<file path="config.mk">
export PLATFORM = sky130hd
export DESIGN_NAME = ecc_err_report
export DESIGN_NICKNAME = d
export VERILOG_FILES = /design/src/rtl/ecc_rpt_pkg.sv /design/src/rtl/ecc_class_track.sv /design/src/rtl/ecc_apb_regs.sv /design/src/rtl/ecc_err_report.sv
export SDC_FILE = /design/constraint.sdc
export NUM_CORES = 1
export LEC_CHECK = 0
export BUFFER_PORTS_ARGS = -buffer_cell sky130_fd_sc_hd__buf_2
export CORE_UTILIZATION = 39
export CTS_CLUSTER_SIZE = 12
export DETAILED_ROUTE_END_ITERATION = 6
export SKIP_LAST_GASP = 1
export SYNTH_ARGS = -nofsm -noshare
export SYNTH_HDL_FRONTEND = slang
export SYNTH_HIERARCHICAL = 1
export SYNTH_SLANG_ARGS = --single-unit
</file>
<file path="constraint.sdc">
create_clock -name clk -period 2.05 [get_ports clk]
set_input_delay 0.205 -clock clk [delete_from_list [all_inputs] [get_ports clk]]
set_output_delay 0.205 -clock clk [all_outputs]
set_load 0.02 [all_outputs]
</file>
<file path="src/rtl/ecc_rpt_pkg.sv">
package ecc_rpt_pkg;
    localparam int NCLS = 2;          // corrected, uncorrected
    localparam int IDX_CE  = 0;
    localparam int IDX_UE  = 1;
    localparam int IDX_OVF = 2;

    localparam logic [7:0] OFS_CTRL    = 8'h00;
    localparam logic [7:0] OFS_STATUS  = 8'h04;
    localparam logic [7:0] OFS_CE_ADDR = 8'h08;
    localparam logic [7:0] OFS_CE_ID   = 8'h0C;
    localparam logic [7:0] OFS_UE_ADDR = 8'h10;
    localparam logic [7:0] OFS_UE_ID   = 8'h14;
    localparam logic [7:0] OFS_CLR_CE  = 8'h18;
    localparam logic [7:0] OFS_CLR_UE  = 8'h1C;
    localparam logic [7:0] OFS_CLR_OVF = 8'h20;

    typedef struct packed {
        logic [2:0] en;
    } ctl_t;

    typedef struct packed {
        logic pend;
    } ovf_t;
endpackage

</file>
<file path="src/rtl/ecc_class_track.sv">
module ecc_class_track #(
    parameter int ADDR_W = 32,
    parameter int ID_W   = 8
) (
    input  logic              clk,
    input  logic              rst_n,
    input  logic              err_i,
    input  logic              clr_i,
    input  logic [ADDR_W-1:0] addr_i,
    input  logic [ID_W-1:0]   id_i,
    output logic              pend_o,
    output logic              ovf_o,
    output logic [ADDR_W-1:0] addr_o,
    output logic [ID_W-1:0]   id_o
);
    typedef struct packed {
        logic              pend;
        logic [ADDR_W-1:0] addr;
        logic [ID_W-1:0]   id;
    } trk_t;

    trk_t trk_d, trk_q;
    logic pend_eff;

    always_comb begin
        // a clear in this cycle makes the class look idle to a new error
        pend_eff   = trk_q.pend & ~clr_i;
        trk_d      = trk_q;
        trk_d.pend = pend_eff | err_i;
        if (err_i && !pend_eff) begin
            trk_d.addr = addr_i;
            trk_d.id   = id_i;
        end
    end

    always_ff @(posedge clk or negedge rst_n) begin
        if (!rst_n) trk_q <= '0;
        else        trk_q <= trk_d;
    end

    assign pend_o = trk_q.pend;
    assign ovf_o  = err_i & pend_eff;
    assign addr_o = trk_q.addr;
    assign id_o   = trk_q.id;

    AST_ERR_PENDS: assert property (@(posedge clk) disable iff (!rst_n)
        err_i |=> pend_o);
    AST_HOLD_FIRST: assert property (@(posedge clk) disable iff (!rst_n)
        (pend_o && !clr_i) |=> ($stable(addr_o) && $stable(id_o)));
endmodule

</file>
<file path="src/rtl/ecc_apb_regs.sv">
module ecc_apb_regs
    import ecc_rpt_pkg::*;
#(
    parameter int ADDR_W = 32,
    parameter int ID_W   = 8,
    parameter int APB_AW = 8
) (
    input  logic              clk,
    input  logic              rst_n,
    input  logic              psel,
    input  logic              penable,
    input  logic              pwrite,
    input  logic [APB_AW-1:0] paddr,
    input  logic [31:0]       pwdata,
    input  logic [2:0]        pend_i,
    input  logic [ADDR_W-1:0] ce_addr_i,
    input  logic [ID_W-1:0]   ce_id_i,
    input  logic [ADDR_W-1:0] ue_addr_i,
    input  logic [ID_W-1:0]   ue_id_i,
    output logic [2:0]        en_o,
    output logic [2:0]        clr_o,
    output logic [31:0]       prdata
);
    ctl_t ctl_d, ctl_q;
    logic wr_acc;

    assign wr_acc = psel & penable & pwrite;

    always_comb begin
        ctl_d = ctl_q;
        if (wr_acc && paddr == APB_AW'(OFS_CTRL)) ctl_d.en = pwdata[2:0];
    end

    always_comb begin
        clr_o[IDX_CE]  = wr_acc && paddr == APB_AW'(OFS_CLR_CE)  && pwdata[0];
        clr_o[IDX_UE]  = wr_acc && paddr == APB_AW'(OFS_CLR_UE)  && pwdata[0];
        clr_o[IDX_OVF] = wr_acc && paddr == APB_AW'(OFS_CLR_OVF) && pwdata[0];
    end

    always_comb begin
        prdata = '0;
        if (psel && !pwrite) begin
            if      (paddr == APB_AW'(OFS_CTRL))    prdata = 32'(ctl_q.en);
            else if (paddr == APB_AW'(OFS_STATUS))  prdata = 32'(pend_i);
            else if (paddr == APB_AW'(OFS_CE_ADDR)) prdata = 32'(ce_addr_i);
            else if (paddr == APB_AW'(OFS_CE_ID))   prdata = 32'(ce_id_i);
            else if (paddr == APB_AW'(OFS_UE_ADDR)) prdata = 32'(ue_addr_i);
            else if (paddr == APB_AW'(OFS_UE_ID))   prdata = 32'(ue_id_i);
        end
    end

    always_ff @(posedge clk or negedge rst_n) begin
        if (!rst_n) ctl_q <= '{en: 3'b111};
        else        ctl_q <= ctl_d;
    end

    assign en_o = ctl_q.en;

    AST_UNMAPPED_ZERO: assert property (@(posedge clk) disable iff (!rst_n)
        (psel && !pwrite && paddr > APB_AW'(OFS_CLR_OVF)) |-> prdata == 32'd0);
    AST_CTRL_WRITE: assert property (@(posedge clk) disable iff (!rst_n)
        (wr_acc && paddr == APB_AW'(OFS_CTRL)) |=> en_o == $past(pwdata[2:0]));
endmodule

</file>
<file path="src/rtl/ecc_err_report.sv">
module ecc_err_report
    import ecc_rpt_pkg::*;
#(
    parameter int ADDR_W = 32,
    parameter int ID_W   = 8,
    parameter int APB_AW = 8
) (
    input  logic              clk,
    input  logic              rst_n,
    input  logic              ce_pulse,
    input  logic              ue_pulse,
    input  logic [ADDR_W-1:0] err_addr,
    input  logic [ID_W-1:0]   err_id,
    input  logic              psel,
    input  logic              penable,
    input  logic              pwrite,
    input  logic [APB_AW-1:0] paddr,
    input  logic [31:0]       pwdata,
    output logic [31:0]       prdata,
    output logic              pready,
    output logic              pslverr,
    output logic              irq_ce,
    output logic              irq_ue,
    output logic              irq_ovf,
    output logic              irq_any
);
    logic [NCLS-1:0]   cls_err, cls_pend, cls_ovf;
    logic [ADDR_W-1:0] cls_addr [NCLS];
    logic [ID_W-1:0]   cls_id   [NCLS];
    logic [2:0]        en, clr, pend;
    ovf_t              ovf_d, ovf_q;

    assign cls_err[IDX_CE] = ce_pulse;
    assign cls_err[IDX_UE] = ue_pulse;

    for (genvar g = 0; g < NCLS; g++) begin : g_cls
        ecc_class_track #(.ADDR_W(ADDR_W), .ID_W(ID_W)) u_trk (
            .clk    (clk),
            .rst_n  (rst_n),
            .err_i  (cls_err[g]),
            .clr_i  (clr[g]),
            .addr_i (err_addr),
            .id_i   (err_id),
            .pend_o (cls_pend[g]),
            .ovf_o  (cls_ovf[g]),
            .addr_o (cls_addr[g]),
            .id_o   (cls_id[g])
        );
    end

    always_comb begin
        ovf_d      = ovf_q;
        ovf_d.pend = (ovf_q.pend & ~clr[IDX_OVF]) | (|cls_ovf);
    end

    always_ff @(posedge clk or negedge rst_n) begin
        if (!rst_n) ovf_q <= '0;
        else        ovf_q <= ovf_d;
    end

    assign pend = {ovf_q.pend, cls_pend};

    ecc_apb_regs #(.ADDR_W(ADDR_W), .ID_W(ID_W), .APB_AW(APB_AW)) u_regs (
        .clk       (clk),
        .rst_n     (rst_n),
        .psel      (psel),
        .penable   (penable),
        .pwrite    (pwrite),
        .paddr     (paddr),
        .pwdata    (pwdata),
        .pend_i    (pend),
        .ce_addr_i (cls_addr[IDX_CE]),
        .ce_id_i   (cls_id[IDX_CE]),
        .ue_addr_i (cls_addr[IDX_UE]),
        .ue_id_i   (cls_id[IDX_UE]),
        .en_o      (en),
        .clr_o     (clr),
        .prdata    (prdata)
    );

    assign irq_ce  = pend[IDX_CE]  & en[IDX_CE];
    assign irq_ue  = pend[IDX_UE]  & en[IDX_UE];
    assign irq_ovf = pend[IDX_OVF] & en[IDX_OVF];
    assign irq_any = irq_ce | irq_ue | irq_ovf;
    assign pready  = 1'b1;
    assign pslverr = 1'b0;

    AST_OVF_RAISE: assert property (@(posedge clk) disable iff (!rst_n)
        (ce_pulse && cls_pend[IDX_CE] && !clr[IDX_CE]) |=> pend[IDX_OVF]);
    AST_CLR_DROPS: assert property (@(posedge clk) disable iff (!rst_n)
        (clr[IDX_UE] && !ue_pulse) |=> !pend[IDX_UE]);
    AST_CLR_LOSES: assert property (@(posedge clk) disable iff (!rst_n)
        (clr[IDX_CE] && ce_pulse) |=> pend[IDX_CE]);
    AST_UE_PENDS: assert property (@(posedge clk) disable iff (!rst_n)
        ue_pulse |=> pend[IDX_UE]);
endmodule

</file>
==> flow_summary.json, run 1 <==
{
  "finish.instance_area_mm2": 0.00594,
  "synth_top_area_share_pct": 46.4,
  "fin_crit_ns": 2.08,
  "core.rowCount": 38,
  "htree_levels": 3,
  "synth_cell_types": 40,
  "start_util_pct": 40.6,
  "period_share_pct": 101,
  "grt_setup_unrepaired": "yes",
  "grt_usage_pct": 19.2,
  "reg2reg_to": "g_cls[1].u_trk/addr_o[6]$_DFFE_PN0P_",
  "irDropWorstVdd_mv": 0.575,
  "synthXorXnorAreaFrac_pct": 0,
  "final_util_pct": 53.9,
  "status": "complete, but fails checks",
  "finalSetupTns_ns": -0.0764,
  "start_kind": "primary input",
  "fin_ws_ns": -0.0267,
  "sequentialPowerShare_pct": 47.0,
  "dieArea_mm2": 0.0119,
  "syn_area_per_cell_um2": 13.8,
  "r2r-start": "g_cls[1].u_trk/pend_o$_DFF_PN0_",
  "root_buffer": "clkbuf_16",
  "cts_max_path_buffers": 2,
  "antenna_found_initial": 0,
  "wire_per_inst_um": 18.5,
  "maxSlewHeadroom_pct": 62.1,
  "endpoint": "prdata[28]",
  "setup_viol": 4,
  "final_nets": 525,
  "drive_gt1_share_pct": 62.0,
  "place_area_mm2": 0.00522,
  "synth_fp_nets": 412,
  "switching_share_pct": 23.3,
  "worstPathRequired_ns": 1.85,
  "worstMarginPinSlew_ns": 0.568,
  "clkTransAtPathRegs_ns": 0.06,
  "io_pins": 125,
  "power.share.combinational_pct": 12.9,
  "synth_top_family_by_area": "multiplexers",
  "dp_hpwl_um": 6960,
  "p_leak_uw": 0.00290,
  "slowest_stage": "or3_4",
  "finalHoldViolations": 0,
  "grt-ovfl-total": 0,
  "synthAdderAreaFrac_pct": 0,
  "maxCapViolations": 0,
  "gp_congestion": 0.854,
  "ant_nets": 0,
  "yosys-top-cells-area": "dfrtp_1, mux2_4, a22oi_1",
  "synthCells": 325,
  "reg2reg_depth": 4,
  "grt_max_degree": 45,
  "synth_ff_type": "dfrtp_1",
  "slowest_delay_ns": 0.41,
  "vias_per_cell": 5.22,
  "syn_to_final_growth_pct": 32.8,
  "drc_errors": 0,
  "drv_slew": 0,
  "failed_checks": "setup timing",
  "cts_tree": "done",
  "core_region_area_mm2": 0.0110,
  "clock-sinks": 86,
  "netlist_area_mm2": 0.00448,
  "ys_ff_latch": 86,
  "die_h_um": 109,
  "crit_arrival_ns": 1.87,
  "cts_buffers": 9,
  "fmax_ghz": 0.482,
  "worstPathCellList": "buf_6, or3_4, or3_4, o21ai_4, buf_6, clkbuf_16, nor2_1, buf_2",
  "crit_path_start": "paddr[7]",
  "timing.hold.ws_ns": 0.0961,
  "port-buffer-count": 93,
  "power_density_mw_per_mm2": 717,
  "clk_latency_ns": 0.34,
  "intPower_uw": 3270,
  "die_w_um": 109,
  "drtIter0Drc": 163,
  "crit_type": "in2out",
  "place_ws_ns": -0.0755,
  "ys_warn_count": 6,
  "yosysTopAreaCell": "dfrtp_1",
  "switchingPower_uw": 992,
  "grt_pass1_wl_um": 17000,
  "synth-async-reset-ratio_pct": 100,
  "dr.pass1.iters": 4,
  "synth_seq_area_share_pct": 48.2,
  "min_path_type": "in2reg",
  "critPathMaxFanout": 6,
  "fillers": 961,
  "synth_edf_count": 0,
  "synth_compound_area_share_pct": 8.95,
  "ff2ff_setup_slack_ns": 0.71,
  "power.share.clock_pct": 40.1,
  "crit_path_end_kind": "primary output",
  "num_antenna_cells": 0,
  "grt_pass1_vias": 3300,
  "vias": 3039,
  "yosys.area_share.simple_pct": 9.03,
  "synth_mux_area_share_pct": 29.5,
  "wirelength_um": 10800,
  "skew_ns": 0.00356
}
area by class of cell:
| type | instances | area, um^2 | area share (%) |
|---|---|---|---|
| Timing Repair Buffer | 123 | 965 | 16.2 |
| Clock inverter | 3 | 42.5 | 0.716 |
| Multi-Input combinational cell | 213 | 2320 | 39.0 |
| Inverter | 5 | 18.8 | 0.316 |
| Clock buffer | 12 | 267 | 4.48 |
| Sequential cell | 86 | 2160 | 36.3 |
| Tap cell | 140 | 175 | 2.95 |
per-stage QoR:
stage               power [uW]  cells
floorplan                 2330    325
global placement          2510    558
detailed placement        2530    558
CTS                       4290    583
global route              4440    582
finish                    4260    582
synth_stat cells (all sizes together), types with 4 or more instances:
| library cell | number |
|---|---|
| a22oi | 29 |
| a21oi | 6 |
| dfrtp | 83 |
| nor4 | 6 |
| o21ai | 4 |
| a211oi | 5 |
| nand2b | 5 |
| buf | 18 |
| nor2 | 28 |
| a2bb2oi | 4 |
| and2 | 4 |
| mux2 | 88 |
| nand2 | 12 |
| inv | 5 |
cell families after synthesis:
group / Yosys count
other: 2
buffers and inverters: 26
multiplexers: 91
AND/OR/NAND/NOR: 66
flip-flops: 86
AO/OA/AOI/OAI: 54
state kept, by name, summed over array words and instances, names as in the netlist:
signal              flops
g_cls.u_trk/addr_o     64
u_regs/en_o             3
ovf_q                   1
g_cls.u_trk/pend_o      2
g_cls.u_trk/id_o       16
repair_timing:
action	CTS	global route
pin swaps	8	7
hold buffers	1	0
gates cloned	2	1
gates resized for setup	52	39
setup endpoints to repair	29	31
setup buffers	7	1
endpoints found under the hold margin	42	0
worst min path at each step:
stage / cells past startpoint / from / slack, ns / to
CTS: 2 / pwdata[2] / 0.08 / u_regs/en_o[2]$_DFFE_PN1P_
global placement: 1 / rst_n / 0.23 / g_cls[1].u_trk/addr_o[28]$_DFFE_PN0P_
finish: 2 / pwdata[2] / 0.1 / u_regs/en_o[2]$_DFFE_PN1P_
floorplan: 0 / rst_n / -0.09 / g_cls[0].u_trk/addr_o[0]$_DFFE_PN0P_
detailed placement: 1 / rst_n / 0.23 / g_cls[0].u_trk/addr_o[28]$_DFFE_PN0P_
global route: 2 / pwdata[2] / 0.09 / u_regs/en_o[2]$_DFFE_PN1P_
critical path: cells and delay by family:
family                 cells  cell delay (ns)
AND/OR/NAND/NOR            3             0.87
buffers and inverters      4             0.56
AO/OA/AOI/OAI              1             0.24
layer usage:
| layer | GRT usage [%] | share of wire (%) |
|---|---|---|
| met1 | 24.8 | 45 |
| met2 | 30.6 | 49 |
| met3 | 4.12 | 4.0 |
| met4 | 8.69 | 2.0 |
| met5 | 0 | 0 |
cell usage in the layout (no fill, tap or decap), drive strengths merged:
cell	Yosys	layout
clkinvlp	0	1
dlygate4sd3	0	1
nor3	1	1
clkbuf	3	13
o21ai	4	4
conb	2	2
mux2	88	88
or2	2	2
a2bb2oi	4	4
a211oi	5	5
and2	4	4
inv	5	5
a31oi	2	2
dfstp	3	3
nor2b	2	2
nand4	1	1
nand2b	5	5
a21oi	6	6
clkinv	0	1
dfrtp	83	83
mux2i	3	3
bufinv	0	1
nor4	6	6
or3	3	3
nand3	1	1
buf	18	121
o221ai	3	3
or4	1	1
a22oi	29	29
nand2	12	12
a222oi	1	1
nor2	28	28
power by group through the flow:
stage               Clock (uW)  Sequential (uW)  Combinational [uW]
detailed placement           0             2020                 511
CTS                       1740             2000                 552
global route              1820             2020                 594
finish                    1710             2000                 550
global placement             0             2010                 493
floorplan                    0             1990                 346
Note: power is estimated with default switching activity, not from simulation.
==> run 2: changes to the inputs <==
--- a/config.mk
+++ b/config.mk
@@ -7,10 +7,9 @@
 export LEC_CHECK = 0
 export BUFFER_PORTS_ARGS = -buffer_cell sky130_fd_sc_hd__buf_2
 export CORE_UTILIZATION = 39
+export CTS_BUF_LIST = sky130_fd_sc_hd__clkbuf_8
 export CTS_CLUSTER_SIZE = 12
 export DETAILED_ROUTE_END_ITERATION = 6
-export SKIP_LAST_GASP = 1
 export SYNTH_ARGS = -nofsm -noshare
 export SYNTH_HDL_FRONTEND = slang
-export SYNTH_HIERARCHICAL = 1
 export SYNTH_SLANG_ARGS = --single-unit
==> flow_summary.json, run 2 <==
{
  "synth_seq_area_share_pct": 52.9,
  "multiInputGateArea_mm2": 0.00193,
  "fin_crit_ns": 2.12,
  "period_share_pct": 103,
  "grt_pass1_vias": 3180,
  "clock-sinks": 86,
  "start_kind": "primary input",
  "grt_max_degree": 45,
  "syn_to_final_growth_pct": 31.2,
  "synth-async-reset-ratio_pct": 100,
  "cts_buffers": 9,
  "status": "complete, but fails checks",
  "timing.hold.ws_ns": 0.0614,
  "crit_type": "in2out",
  "synth_ff_type": "dfrtp_1",
  "clk_latency_ns": 0.37,
  "grt_pass1_wl_um": 15700,
  "ant_nets": 0,
  "clkTransAtPathRegs_ns": 0.09,
  "vias_per_cell": 5.21,
  "crit_arrival_ns": 1.91,
  "power_density_mw_per_mm2": 602,
  "antenna_found_initial": 0,
  "vias": 3014,
  "crit_path_end_kind": "primary output",
  "die_h_um": 104,
  "netlist_area_mm2": 0.00407,
  "synth_fp_nets": 417,
  "yosysMostFrequentCell": "mux2_2",
  "cts_max_path_buffers": 2,
  "min_path_type": "in2reg",
  "root_buffer": "clkbuf_8",
  "cts_setup_buffers": 0,
  "gp_congestion": 0.835,
  "setup_viol": 24,
  "synth_edf_count": 0,
  "cts_tree": "done",
  "synth_top_area_share_pct": 51.0,
  "grt-ovfl-total": 0,
  "skew_ns": 0.00793,
  "maxCapViolations": 0,
  "fin_ws_ns": -0.0651,
  "regArea_mm2": 0.00216,
  "drv_slew": 0,
  "dr.pass1.iters": 4,
  "ys_warn_count": 0,
  "final_common_cell": "mux2_2",
  "dieArea_mm2": 0.0109,
  "yosys-top-cells-area": "dfrtp_1, mux2_2, a22oi_1",
  "worstPathRequired_ns": 1.85,
  "grt_usage_pct": 18.6,
  "core_region_area_mm2": 0.00995,
  "die_w_um": 104,
  "ys_ff_latch": 86,
  "yosysTopAreaCell": "dfrtp_1",
  "finalHoldViolations": 0,
  "htree_levels": 3,
  "fillers": 899,
  "syn_area_per_cell_um2": 12.3,
  "p_leak_uw": 0.00267,
  "wire_per_inst_um": 17.2,
  "start_util_pct": 40.9,
  "fmax_ghz": 0.473,
  "core.rowCount": 36,
  "drtIter0Drc": 64,
  "yosys-top-cells-count": "mux2_2, dfrtp_1, nor2_1",
  "irDropWorstVdd_mv": 0.321,
  "port-buffer-count": 93,
  "synth_cell_types": 40,
  "failed_checks": "setup timing",
  "num_antenna_cells": 0,
  "wirelength_um": 9940,
  "largest_reg_flops": 64,
  "critPathMaxFanout": 6,
  "place_ws_ns": -0.163,
  "layout_common_cells": "mux2_2, dfrtp_1, buf_2",
  "drc_errors": 0,
  "final_nets": 527,
  "drive_gt1_share_pct": 57.8,
  "synthCells": 330,
  "io_pins": 125,
  "grt_setup_unrepaired": "yes",
  "dp_hpwl_um": 6670
}
[run 2: worst max-delay path, cell delays in order]
cell and delay, ns:
buf_6 0.10, or4_4 0.54, or3_4 0.37, o21ai_4 0.26, clkbuf_16 0.23, nor2_1 0.05, buf_4 0.15
[run 2: metal layers]
metal,up-vias,share of wire (%),GRT usage (%)
met2,84,49,30.6
met3,20,4.6,3.76
li1,1419,-,-
met1,1491,43,23.2
met4,0,2.6,9.69
met5,-,0,0
[run 2: logic make-up (layout without fill, tap and decap cells)]
| logic type | after synthesis | count (layout) | share of synthesized area [%] |
|---|---|---|---|
| simple gates | 73 | 73 | 9.40 |
| flops | 86 | 86 | 52.9 |
| buf+inv | 27 | 142 | 3.10 |
| other cells | 2 | 2 | 0.184 |
| mux | 93 | 93 | 25.8 |
| compound gates | 49 | 49 | 8.54 |
[run 2: area by class of cell]
class                   instances  area share [%]
repair buffers                122            16.3
inverters                       4           0.281
clock inverters                 6            1.26
well taps                     133            3.11
multi-input cells             217            36.2
clock buffers                  10            2.58
flip-flops and latches         86            40.4
[run 2: where the power goes]
group          switching (uW)  leakage, uW  internal (uW)  total (uW)
Sequential               7.49      0.00117           1710        1720
Clock                     652    0.0000993            603        1260
Combinational             138      0.00140            103         241
Total                     798      0.00267           2420        3210
[run 2: path summary, 6_finish.rpt]
kind,from,endpoint,slack [ns],cells after the start
hold reg to reg,g_cls[0].u_trk.addr_o[5]$_DFFE_PN0P_,g_cls[0].u_trk.addr_o[5]$_DFFE_PN0P_,0.51,1
setup reg to reg,g_cls[1].u_trk.pend_o$_DFF_PN0_,g_cls[1].u_trk.addr_o[11]$_DFFE_PN0P_,0.59,4
max in group asynchronous,rst_n,g_cls[0].u_trk.addr_o[12]$_DFFE_PN0P_,1.21,3
min in group asynchronous,rst_n,g_cls[1].u_trk.addr_o[2]$_DFFE_PN0P_,0.25,2
hold / removal,pwdata[2],u_regs.en_o[2]$_DFFE_PN1P_,0.06,2
setup / recovery,paddr[7],prdata[30],-0.07,7
[run 2: repair_timing]
| action | CTS | global route |
|---|---|---|
| pin swaps | 2 | 4 |
| cloned | 0 | 2 |
| hold endpoints to repair | 19 | 0 |
| setup endpoints to repair | 27 | 30 |
| hold buffers | 1 | 0 |
| gates resized for setup | 5 | 37 |
[run 2: stage by stage]
stage | area (um^2) | total power [uW] | setup TNS, ns | instances | util, %
after CTS | 5170 | 3240 | -0.444 | 576 | 52.0
after detailed placement | 4940 | 1980 | -11.68 | 559 | 49.7
final | 5340 | 3210 | -0.852 | 578 | 53.7
after global routing | 5340 | 3340 | -2.03 | 578 | 53.7
after global placement | 4940 | 1970 | -12.66 | 559 | 49.7
after floorplan | 4120 | 1830 | -0.550 | 330 | -
==> run 3: changes to the inputs <==
--- a/config.mk
+++ b/config.mk
@@ -6,10 +6,15 @@
 export NUM_CORES = 1
 export LEC_CHECK = 0
 export BUFFER_PORTS_ARGS = -buffer_cell sky130_fd_sc_hd__buf_2
-export CORE_UTILIZATION = 39
+export CELL_PAD_IN_SITES_DETAIL_PLACEMENT = 1
+export CELL_PAD_IN_SITES_GLOBAL_PLACEMENT = 2
+export CORE_ASPECT_RATIO = 1.5
+export CORE_UTILIZATION = 34
 export CTS_BUF_LIST = sky130_fd_sc_hd__clkbuf_8
 export CTS_CLUSTER_SIZE = 12
 export DETAILED_ROUTE_END_ITERATION = 6
+export GPL_ROUTABILITY_DRIVEN = 0
+export PLACE_DENSITY_LB_ADDON = 0.1
 export SYNTH_ARGS = -nofsm -noshare
 export SYNTH_HDL_FRONTEND = slang
 export SYNTH_SLANG_ARGS = --single-unit
==> flow_summary.json, run 3 (synthesis results as in run 2) <==
{
  "status": "complete, but fails checks",
  "failed_checks": "setup timing",
  "syn_to_final_growth_pct": 32.4,
  "grt_usage_pct": 18.2,
  "slowest_stage": "or4_4",
  "multiInputGateArea_mm2": 0.00194,
  "crit_arrival_ns": 1.85,
  "crit_path_start": "paddr[7]",
  "antenna_found_initial": 0,
  "finalHoldViolations": 0,
  "die_h_um": 136,
  "vias_per_cell": 5.14,
  "core.rowCount": 48,
  "critPathMaxFanout": 24,
  "reg2reg_to": "g_cls[1].u_trk.id_o[7]$_DFFE_PN0P_",
  "regArea_mm2": 0.00216,
  "drive_gt1_share_pct": 57.0,
  "total_power_uw": 3110,
  "cts_max_path_buffers": 2,
  "fillers": 1234,
  "power_density_mw_per_mm2": 577,
  "grt_max_degree": 49,
  "vias": 3052,
  "io_pins": 125,
  "start_kind": "primary input",
  "fin_crit_ns": 2.06,
  "final_cells": 594,
  "ff2ff_setup_slack_ns": 0.56,
  "final_common_cell": "mux2_2",
  "reg2reg_depth": 4,
  "fmax_ghz": 0.486,
  "grt_setup_unrepaired": "yes",
  "largest_reg_flops": 64,
  "period_share_pct": 100,
  "clkTransAtPathRegs_ns": 0.09,
  "drc_errors": 0,
  "drtIter0Drc": 108,
  "min_path_type": "in2reg",
  "cts_tree": "done",
  "drv_slew": 0,
  "endpoint": "prdata[10]",
  "dr.pass1.iters": 4,
  "clk_latency_ns": 0.35,
  "slowest_delay_ns": 0.54,
  "core_region_area_mm2": 0.0116,
  "wirelength_um": 10800,
  "skew_ns": 0.0111,
  "fin_ws_ns": -0.00681,
  "root_buffer": "clkbuf_8",
  "crit_path_end_kind": "primary output",
  "irDropWorstVdd_mv": 0.418,
  "num_antenna_cells": 0,
  "grt_pass1_wl_um": 17400,
  "dieArea_mm2": 0.0124,
  "maxCapViolations": 0,
  "start_util_pct": 35.1,
  "htree_levels": 3,
  "clock-sinks": 86,
  "finalSetupTns_ns": -0.0149,
  "layout_common_cells": "mux2_2, dfrtp_1, buf_2",
  "worstPathCellList": "buf_6, or4_4, or3_4, o21ai_4, buf_12, nor2_1, buf_4",
  "die_w_um": 91.4,
  "grt-ovfl-total": 0,
  "p_leak_uw": 0.00270,
  "wire_per_inst_um": 18.1,
  "worstPathRequired_ns": 1.85,
  "port-buffer-count": 93,
  "cts_buffers": 9,
  "placed_cells_incl_taps": 573,
  "setup_viol": 3,
  "ant_nets": 0,
  "final_nets": 526,
  "dp_hpwl_um": 7320,
  "grt_pass1_vias": 3334,
  "r2r-start": "g_cls[1].u_trk.pend_o$_DFF_PN0_",
  "crit_type": "in2out"
}
[run 3: cell count changes in the layout (fill, tap and decap cells not counted), sizes merged]
| cell | previous run | this run |
|---|---|---|
| buf | 120 | 119 |
| clkinv | 1 | 2 |
| clkinvlp | 2 | 0 |
| inv | 6 | 7 |
[run 3: final cells by class]
cell class | count | area share (%)
Sequential cell | 86 | 40.0
Multi-Input combinational cell | 217 | 36.0
Timing Repair Buffer | 121 | 16.7
Tap cell | 150 | 3.48
Clock buffer | 10 | 2.55
Clock inverter | 6 | 1.02
Inverter | 4 | 0.278
[run 3: worst min-delay path by stage]
stage | start | end | depth (start not counted)
3_5_place_dp | rst_n | g_cls[0].u_trk.addr_o[29]$_DFFE_PN0P_ | 1
3_3_place_gp | rst_n | g_cls[1].u_trk.addr_o[29]$_DFFE_PN0P_ | 1
5_1_grt | pwdata[2] | u_regs.en_o[2]$_DFFE_PN1P_ | 2
6_report | pwdata[2] | u_regs.en_o[2]$_DFFE_PN1P_ | 2
2_1_floorplan | rst_n | g_cls[0].u_trk.addr_o[0]$_DFFE_PN0P_ | 0
4_1_cts | pwdata[2] | u_regs.en_o[2]$_DFFE_PN1P_ | 2
[run 3: report_power, final]
part	switching [uW]	internal [uW]	total, uW
registers	7.86	1710	1720
clock network	576	584	1160
logic	135	98.9	234
[run 3: metal layers]
metal / GRT usage, % / wire (um)
met1: 22.2 / 4640
met2: 31.8 / 5550
met3: 3.97 / 407
met4: 5.73 / 159
met5: 0 / 0
[run 3: timing repair]
action                                  4_1_cts  5_1_grt
cloned                                        0        1
hold endpoints to repair                     20        0
endpoints found under the setup margin       29       30
pin swaps                                     2        2
hold buffers                                  1        0
setup buffers                                 2        1
gates resized for setup                      33       12
[run 3: critical path: cells and delay by family]
family,cells,cell delay [ns]
compound gates,1,0.17
simple gates,3,1.01
buf+inv,3,0.46
[run 3: metrics by stage]
step           hold slack, ns  utilization [%]  instance area (um^2)  setup slack [ns]
2_1_floorplan         -0.0906                -                  4120           -0.0630
3_3_place_gp            0.112             43.0                  4980            -0.175
3_5_place_dp            0.120             43.0                  4980            -0.166
4_1_cts                0.0560             45.9                  5320           -0.0495
5_1_grt                0.0539             46.5                  5390           -0.0501
6_report               0.0823             46.5                  5390          -0.00681
